--- config.mk ---
export PLATFORM = sky130hd
export DESIGN_NAME = ccd_frame_timer
export DESIGN_NICKNAME = d
export VERILOG_FILES = /design/src/rtl/ccd_frame_timer.sv
export SDC_FILE = /design/constraint.sdc
export NUM_CORES = 1
export LEC_CHECK = 0
export BUFFER_PORTS_ARGS = -buffer_cell sky130_fd_sc_hd__buf_2
export CAP_MARGIN = 20
export CORE_ASPECT_RATIO = 1.4
export CORE_UTILIZATION = 45
export DETAILED_ROUTE_END_ITERATION = 12
export PLACE_DENSITY_LB_ADDON = 0.1
export SKIP_LAST_GASP = 1
export SLEW_MARGIN = 15
export SYNTH_ARGS = -nofsm -noshare
export SYNTH_HDL_FRONTEND = slang
export SYNTH_SLANG_ARGS = --single-unit
--- constraint.sdc ---
create_clock -name clk -period 2.5 [get_ports clk]
set_input_delay 0.375 -clock clk [delete_from_list [all_inputs] [get_ports clk]]
set_output_delay 0.375 -clock clk [all_outputs]
set_load 0.03 [all_outputs]
--- src/rtl/ccd_frame_timer.sv ---
module ccd_frame_timer #(
  parameter int LINE_CLKS  = 1790,
  parameter int H_DUMMY    = 20,
  parameter int H_OBF      = 2,
  parameter int H_EFF      = 1392,
  parameter int H_OBR      = 40,
  parameter int V_OBF      = 8,
  parameter int V_EFF      = 1040,
  parameter int V_OBR      = 2,
  parameter int LINES_PROG = 1068,
  parameter int LINES_FAST = 534,
  parameter int HDW        = 8,
  parameter int CW         = $clog2(LINE_CLKS),
  parameter int LW         = $clog2(LINES_PROG)
) (
  input  logic           clk,
  input  logic           rst,
  input  logic [1:0]     mode_i,
  input  logic [HDW-1:0] hd_len_i,
  output logic           hd_n_o,
  output logic           vd_n_o,
  output logic           fstart_o,
  output logic [CW-1:0]  col_o,
  output logic [LW-1:0]  line_o,
  output logic [1:0]     mode_o,
  output logic           hblank_o,
  output logic           ob_o,
  output logic           eff_o
);
  localparam int H_START = LINE_CLKS - H_DUMMY - H_OBF - H_EFF - H_OBR;
  localparam logic [CW-1:0] C_START = CW'(H_START);
  localparam logic [CW-1:0] C_OB0   = CW'(H_START + H_DUMMY);
  localparam logic [CW-1:0] C_EF0   = CW'(H_START + H_DUMMY + H_OBF);
  localparam logic [CW-1:0] C_OB1   = CW'(H_START + H_DUMMY + H_OBF + H_EFF);
  localparam logic [CW-1:0] C_LAST  = CW'(LINE_CLKS - 1);

  localparam int P_OB0 = LINES_PROG - V_OBR - V_EFF - V_OBF;
  localparam int F_OB0 = LINES_FAST - V_OBR / 2 - V_EFF / 2 - V_OBF / 2;
  localparam logic [LW-1:0] P_LAST = LW'(LINES_PROG - 1);
  localparam logic [LW-1:0] F_LAST = LW'(LINES_FAST - 1);

  logic [1:0]    shadow;
  logic          fast, last_col, last_line;
  logic [LW-1:0] r_ob0, r_ef0, r_ob1;
  logic          h_ob, h_ef, v_ob, v_ef;

  assign fast      = (mode_o != 2'b00);
  assign last_col  = (col_o == C_LAST);
  assign last_line = (line_o == (fast ? F_LAST : P_LAST));

  always_ff @(posedge clk) begin
    if (rst) begin
      col_o  <= '0;
      line_o <= '0;
      mode_o <= 2'b00;
      shadow <= 2'b00;
    end else begin
      if (mode_i != 2'b11) shadow <= mode_i;
      col_o <= last_col ? '0 : col_o + CW'(1);
      if (last_col) begin
        line_o <= last_line ? '0 : line_o + LW'(1);
        if (last_line) mode_o <= shadow;
      end
    end
  end

  assign r_ob0 = fast ? LW'(F_OB0) : LW'(P_OB0);
  assign r_ef0 = fast ? LW'(F_OB0 + V_OBF / 2) : LW'(P_OB0 + V_OBF);
  assign r_ob1 = fast ? LW'(F_OB0 + V_OBF / 2 + V_EFF / 2) : LW'(P_OB0 + V_OBF + V_EFF);

  assign h_ef = (col_o >= C_EF0) && (col_o < C_OB1);
  assign h_ob = ((col_o >= C_OB0) && (col_o < C_EF0)) || (col_o >= C_OB1);
  assign v_ef = (line_o >= r_ef0) && (line_o < r_ob1);
  assign v_ob = ((line_o >= r_ob0) && (line_o < r_ef0)) || (line_o >= r_ob1);

  assign eff_o    = h_ef && v_ef;
  assign ob_o     = (h_ob || h_ef) && (v_ob || v_ef) && !(h_ef && v_ef);
  assign hblank_o = (col_o < C_START);
  assign hd_n_o   = !(32'(col_o) < 32'(hd_len_i));
  assign vd_n_o   = (line_o != '0);
  assign fstart_o = (col_o == '0) && (line_o == '0);
endmodule

# Yosys cells after proc, flatten, opt, wreduce, memory -nomap -nowiden
# Index checks and enable logic that the tools add are counted.
[word_totals]
output_inout_bits = 30
in_bits = 12
elab_cells = 46
reg_bits = 26
[op_classes]
order_cmp = 12
n_addsub = 2
n_mux = 5
n_reduce_logical = 20
n_eq_ne = 3
[ops]
columns = ["op", "count"]
rows = [
  ["$mux W11", 3],
  ["$add A11 B1 Y11 const B", 2],
  ["$ge A11 B5 Y1", 2],
  ["$ge A11 B9 Y1 const B", 2],
  ["$logic_not A11 Y1", 2],
  ["$lt A11 B9 Y1 const B", 2],
  ["$eq A11 B11 Y1", 1],
  ["$eq A11 B11 Y1 const B", 1],
  ["$ge A11 B11 Y1", 1],
  ["$ge A11 B11 Y1 const B", 1],
  ["$lt A11 B11 Y1", 1],
  ["$lt A11 B11 Y1 const B", 1],
  ["$lt A11 B5 Y1", 1],
  ["$lt A11 B8 Y1", 1],
  ["$reduce_bool A11 Y1", 1],
  ["$mux W5", 2],
  ["$logic_and A1 B1 Y1", 8],
  ["$logic_or A1 B1 Y1", 4],
  ["$logic_not A1 Y1", 2],
  ["$ne A2 B2 Y1 const B", 1],
  ["$reduce_and A2 Y1", 1],
  ["$reduce_bool A2 Y1", 1],
  ["$reduce_or A2 Y1", 1],
]

# Depth between registers and ports, before layout
# Gate-level depths: netlist (run 1).
[logic_depth]
word_depth = 8
mapped_depth = 9
depth_no_buf = 9

# Worst setup path before layout (run 1)
# No wires, ideal clock.
[synth_timing]
kind = "register -> output"
from = "reg mode_o[1]"
to = "out ob_o"
path_stages_with_launch = 10
slack_ns = -0.396
required_ns = 2.125
arrival_ns = 2.521
path_buffers = 0
path_cell_list = "dfxtp_1 nor2_1 inv_1 ha_1 or4b_1 o21ai_1 nand4_1 nand3b_1 and4b_1 nor3_2"
[synth_via]
elab_chain_len = 8
word_cells_on_any_way = 17
classes_between = "order compare: 5; mux: 3; reduce/logical: 9"
[synth_lines]
columns = ["element", "line_no", "rtl"]
rows = [
  ["start: declaration", "25", "output logic [1:0] mode_o,"],
  ["start signal: assignment", "62", "if (last_line) mode_o <= shadow;"],
  ["$reduce_bool A2 Y1 (*)", "47", "assign fast = (mode_o != 2'b00);"],
  ["$mux W5 (on tied branches)", "67, 68", ""],
  ["$ge A11 B5 Y1 / $lt A11 B5 Y1 (equally long branches)", "74", "assign v_ob = ((line_o >= r_ob0) && (line_o < r_ef0)) || (line_o >= r_ob1);"],
  ["$logic_and A1 B1 Y1", "74", ""],
  ["$logic_or A1 B1 Y1", "74", ""],
  ["$logic_or A1 B1 Y1", "77", "assign ob_o = (h_ob || h_ef) && (v_ob || v_ef) && !(h_ef && v_ef);"],
  ["$logic_and A1 B1 Y1", "77", ""],
  ["$logic_and A1 B1 Y1 (*)", "77", ""],
  ["end: declaration", "27", "output logic ob_o,"],
]
# Every way passes the cells marked *; elsewhere a longest branch is shown, timed or not.

# Worst setup path after layout (run 1)
[layout_timing]
from = "reg mode_o[0]"
to = "out ob_o"
# Same word-level chain as after synthesis.

==> impl_metrics.tcl, run 1 <==
set metrics [dict create \
    cp.arrival_ns 2.49 \
    numPlacedInstances 315 \
    initial_core_util_pct 46.88 \
    worst_pin_slew_ns 0.4861 \
    io_pins 42 \
    synth_flop_cell "dfxtp_1" \
    ys_types 54 \
    cts_tree "yes" \
    clk_pin_slew_ns 0.10 \
    cp_slowest_cell "dfxtp_4" \
    period_minus_slack_ns 2.863 \
    clock_path_buffers 2 \
    drt_pass1_iterations 4 \
    yosysSeqAreaShare_pct 28.09 \
    drive_above_1_share_pct 33.94 \
    die_w_um 56.24 \
    avgViaCountPerCell 5.388 \
    grt_usage_pct 23.24 \
    relSlewSlack_pct 67.55 \
    met2_usage_pct 45.12 \
    status "finished, violations left" \
    worst_hold_slack_ns 0.3252 \
    fillers 385 \
    clkLatencyLatePin_ns 0.27 \
    chipHeight_um 77.93 \
    coreArea_mm2 0.003953 \
    fin_ws_ns -0.3635 \
    finalSetupTns_ns -0.5070 \
    finalSetupViolations 2 \
    cts_made_buffers 3 \
    grt_pass1_vias 1744 \
    finalNonFillerCells 320 \
    std_cell_rows 27 \
    met3_usage_pct 2.833 \
    slew_viol_final 0 \
    power_density_mw_per_mm2 343.2 \
    mostFrequentLayoutCells "39 x buf_2, 30 x nor2_1, 24 x dfxtp_1" \
    fmax_ghz 0.3492 \
    grt_max_degree 16 \
    syn_avg_cell_area_um2 8.579 \
    p_leak_nw 1.209 \
    grt_pass1_wl_um 8114 \
    drt_iter0_markers 51 \
    grt_overflow 0 \
    num_antenna_cells 0 \
    io_buffers 41 \
    synth-edff-count 0 \
    synth_area_mm2 0.001853 \
    antenna_found_initial 0 \
    path_common_cell "buf_6" \
    finish.net_count 308 \
    htree_levels 1 \
    area_growth_pct 29.44 \
    ir_drop_mv 0.2798 \
    finish.instance_area_mm2 0.002399 \
    drt-total-wl_um 4585 \
    use_met1_pct 24.36 \
    maxCapViolations 0 \
    hpwl_um 3705 \
    syn_inst 216 \
    final_common_cell "buf_2" \
    postSynth.asyncResetShare_pct 0 \
    rsz0062_at_grt "true" \
    path_cells "nor2_4, inv_4, buf_6, ha_4, nand4b_1, a211oi_2, a21boi_2, o22ai_1, and4b_1, nor3_4, buf_6" \
    cp-end-kind "output pin" \
    avgRoutedWirePerCell_um 14.33 \
    vias 1724 \
    drc 0 \
    drtAntennaViolNets 0 \
    critPathTopFamily "simple AND/OR/NAND/NOR gates" \
    ys_ff_latch 26 \
    synth_fp_nets 246 \
    hold_class "input port to flop" \
    finalPower_mw 0.8233 \
    critPathLaunchType "flop" \
    failed_checks "setup timing" \
    finalCritPeriodShare_pct 114.5 \
    cp_max_fo 5 \
    hold_buffers 0 \
    fin_worst_skew_ns 0.006793 \
    place_congestion 0.8311 \
    final_hold_viol_count 0 \
    cts_sinks 26 \
    max_stage_delay_ns 0.36 \
    crit_type "flop to output pin" \
    place_area_mm2 0.002258 \
    crit_required_ns 2.12 \
    cp_num_buf_inv 3 \
    die_area_mm2 0.004382 \
    yosysWarnings 0 \
    clockRootBuffer "clkbuf_8" \
    gr-max-usage-layer "met2" \
]
==> Yosys cell counts, types with 2 or more instances <==
library cell,n,area (um2)
ha_1,18,225.2
nor2_1,31,116.4
inv_1,14,52.55
o211ai_1,2,15.01
nand4_1,4,25.02
a21boi_0,2,15.01
o21ai_0,5,25.02
or3_1,3,18.77
nand3_1,9,45.04
nor3_1,3,15.01
nand2_1,8,30.03
clkbuf_1,2,7.510
and3_1,9,56.30
or2_2,3,18.77
nand2b_1,5,31.28
nor4_1,2,12.51
xnor2_1,8,70.07
dfxtp_1,26,520.5
mux2i_1,2,20.02
buf_6,2,22.52
nand3b_1,2,15.01
xor2_1,11,96.34
a21oi_1,9,45.04
o21a_1,2,15.01
nor4b_1,2,17.52
o21bai_1,2,15.01
nor2b_1,3,18.77
==> registers in the layout, indices dropped and copies added, names as in the netlist <==
| name | flops |
|---|---|
| shadow | 2 |
| col_o | 11 |
| line_o | 11 |
| mode_o | 2 |
==> worst paths after layout <==
kind                            startpoint        end  slack (ns)  cells after the start
worst max-delay path             mode_o[0]       ob_o       -0.36                     11
worst min register to register   shadow[0]  mode_o[0]        0.52                      2
worst min-delay path                   rst  mode_o[0]        0.33                      2
worst max register to register   mode_o[0]  line_o[7]        0.17                     10
==> cell type report <==
type                    instances  area (um2)  share of cell area [%]
inverters                      14       55.05                   2.295
clock buffers                   4       66.31                   2.765
multi-input cells             169        1304                   54.36
well taps                      43       53.80                   2.243
flip-flops and latches         26       525.5                   21.91
repair buffers                 64       394.1                   16.43
==> per-stage QoR <==
step	worst slack (ns)	utilization, %
floorplan	-0.05470	-
global placement	-0.07345	57.14
detailed placement	-0.1460	57.14
CTS	-0.3677	60.59
global route	-0.4842	60.68
finish	-0.3635	60.68
==> per-layer routing <==
metal	vias to the layer above	wire length [um]
met2	47	2534
met3	10	127
met4	0	133
li1	872	-
met5	-	0
met1	795	1790
==> where the power goes <==
part	switching, mW	internal, mW	leakage, nW
clock	0.144	0.174	0.0339
combinational	0.0455	0.0324	0.963
sequential	0.00915	0.418	0.212
total	0.198	0.625	1.21
==> kinds of logic after synthesis <==
| logic type | synth area share [%] |
|---|---|
| compound gates | 11.07 |
| mux | 1.080 |
| simple gates | 32.21 |
| flops | 28.09 |
| buf+inv | 5.874 |
| fa+ha+maj | 12.69 |
| xor+xnor | 8.980 |
==> repair_timing <==
item                                    CTS  global route
resized for setup                        13             1
endpoints found under the hold margin     0             0
setup buffers                             2             0
pin swaps                                 9             4
endpoints found under the setup margin    2             8
==> worst register-to-register path: stages, from the launching register on <==
cell and delay (ns):
dfxtp_4 0.36, nor2_4 0.11, inv_4 0.07, buf_6 0.13, ha_4 0.27, nand4b_1 0.18
a211oi_2 0.27, buf_4 0.18, nand3_2 0.12, a21boi_2 0.40, nor2_1 0.11
(Power assumes the default switching activity.)
==> run 2, diff against run 1 <==
--- a/config.mk
+++ b/config.mk
@@ -9,6 +9,7 @@
 export CAP_MARGIN = 20
 export CORE_ASPECT_RATIO = 1.4
 export CORE_UTILIZATION = 45
+export CTS_CLUSTER_SIZE = 25
 export DETAILED_ROUTE_END_ITERATION = 12
 export PLACE_DENSITY_LB_ADDON = 0.1
 export SKIP_LAST_GASP = 1
==> constraint.sdc (replaced) <==
create_clock -name clk -period 3 [get_ports clk]
set_input_delay 0.45 -clock clk [delete_from_list [all_inputs] [get_ports clk]]
set_output_delay 0.45 -clock clk [all_outputs]
set_load 0.03 [all_outputs]
==> run 2 against run 1 <==
The run now ends clean. Critical path depth shrank 1. Global-route usage shrank 2.2 points. Register-to-register slack gained 0.62 ns. Critical endpoint unchanged.
==> impl_metrics.tcl, run 2 (synthesis gave the netlist of run 1 again) <==
set metrics [dict create \
    io_pins 42 \
    crit_type "flop to output pin" \
    coreArea_mm2 0.003953 \
    clockRootBuffer "clkbuf_8" \
    relSlewSlack_pct 66.57 \
    cp_max_fo 8 \
    path_cells "nor2_4, inv_4, ha_4, or4b_4, o21ai_2, nand4_1, nand3b_1, and4b_1, nor3_2, buf_4" \
    place_congestion 0.8854 \
    worst_hold_slack_ns 0.3945 \
    chipHeight_um 77.93 \
    cp.arrival_ns 2.46 \
    crit_required_ns 2.55 \
    cp_num_cells 10 \
    max_stage_delay_ns 0.45 \
    fmax_ghz 0.3435 \
    r2r_setup_slack_ns 0.79 \
    die_w_um 56.24 \
    period_minus_slack_ns 2.911 \
    top_regs "col_o x11, line_o x11" \
    drt-total-wl_um 4315 \
    drive_above_1_share_pct 29.66 \
    r2r_cells 9 \
    cp-end-kind "output pin" \
    power_density_mw_per_mm2 316.9 \
    num_antenna_cells 0 \
    final_common_cell "buf_2" \
    final_hold_viol_count 0 \
    mostFrequentLayoutCells "40 x buf_2, 30 x nor2_1, 24 x dfxtp_1" \
    maxCapViolations 0 \
    antenna_found_initial 0 \
    critPathLaunchType "flop" \
    status "finished clean" \
    avgViaCountPerCell 5.516 \
    grt_pass1_vias 1655 \
    crit_start "mode_o[0]" \
    io_buffers 41 \
    clkLatencyLatePin_ns 0.28 \
    fillers 375 \
    cts_sinks 26 \
    critPathTopFamily "simple AND/OR/NAND/NOR gates" \
    area_growth_pct 21.81 \
    drtAntennaViolNets 0 \
    grt_usage_pct 21.00 \
    cts_tree "yes" \
    drt_pass1_iterations 4 \
    finalSetupTns_ns 0 \
    rsz0062_at_grt "true" \
    grt_max_degree 16 \
    clock_path_buffers 2 \
    drt_iter0_markers 29 \
    finish.net_count 294 \
    worst_pin_slew_ns 0.5007 \
    hold_class "input port to flop" \
    cp_slowest_cell "or4b_4" \
    clk_pin_slew_ns 0.10 \
    htree_levels 1 \
    cp_num_buf_inv 2 \
    finalCritPeriodShare_pct 97.03 \
    finalSetupViolations 0 \
    die_area_mm2 0.004382 \
    grt_overflow 0 \
    cts_made_buffers 3 \
    endpoint "ob_o" \
    vias 1688 \
    r2r_start "mode_o[0]" \
    slew_viol_final 0 \
    hpwl_um 3386 \
    drc 0 \
    finalPower_mw 0.7154 \
    initial_core_util_pct 46.88 \
    fin_worst_skew_ns 0.005236 \
    std_cell_rows 27 \
    p_leak_nw 1.151 \
    avgRoutedWirePerCell_um 14.10 \
    ir_drop_mv 0.1965 \
    hold_buffers 0 \
    reg2reg_to "line_o[3]" \
    grt_pass1_wl_um 7431 \
]
run 2: stage by stage:
stage          util, %  area, um2  cells  setup slack (ns)
2_1_floorplan        -       1853    216           0.02899
3_5_place_dp     53.15       2101    299            0.1535
4_1_cts          55.49       2193    303          0.009226
3_3_place_gp     53.15       2101    299            0.2071
5_1_grt          57.11       2257    306          -0.07204
6_report         57.11       2257    306           0.08912
run 2: timing repair:
item                                    CTS  global route
gates resized for setup                   6            14
pin swaps                                 1             4
endpoints found under the setup margin    2             2
hold endpoints to repair                  0             0
buffers inserted                          0             3
run 2: report_power, final:
part | total, mW | switching, mW | internal (mW)
Combinational | 0.0599 | 0.0354 | 0.0246
Sequential | 0.357 | 0.00881 | 0.348
Clock | 0.299 | 0.120 | 0.179
run 2: layout make-up:
type                            count  area [um2]  area share (%)
Clock inverter                      1       30.03           1.330
Clock buffer                        3       41.29           1.829
Sequential cell                    26       528.0           23.39
Tap cell                           43       53.80           2.384
Inverter                           14       55.05           2.439
Multi-Input combinational cell    169        1274           56.43
Timing Repair Buffer               50       275.3           12.20
run 2: worst min path at each step:
stage                   start        end  slack, ns  cells after the start
floorplan           shadow[0]  mode_o[0]       0.45                      2
global placement    shadow[1]  mode_o[1]       0.49                      2
detailed placement  shadow[0]  mode_o[0]       0.49                      2
CTS                       rst  line_o[1]       0.40                      2
global route              rst  mode_o[0]       0.40                      2
finish                    rst  mode_o[0]       0.39                      2
run 2: per-layer routing:
layer	global-route usage [%]	part of all wire (%)	wire [um]
met1	22.80	42	1824
met2	38.81	50	2177
met3	3.167	3.6	156
met4	10.24	3.6	157
met5	0	0	0
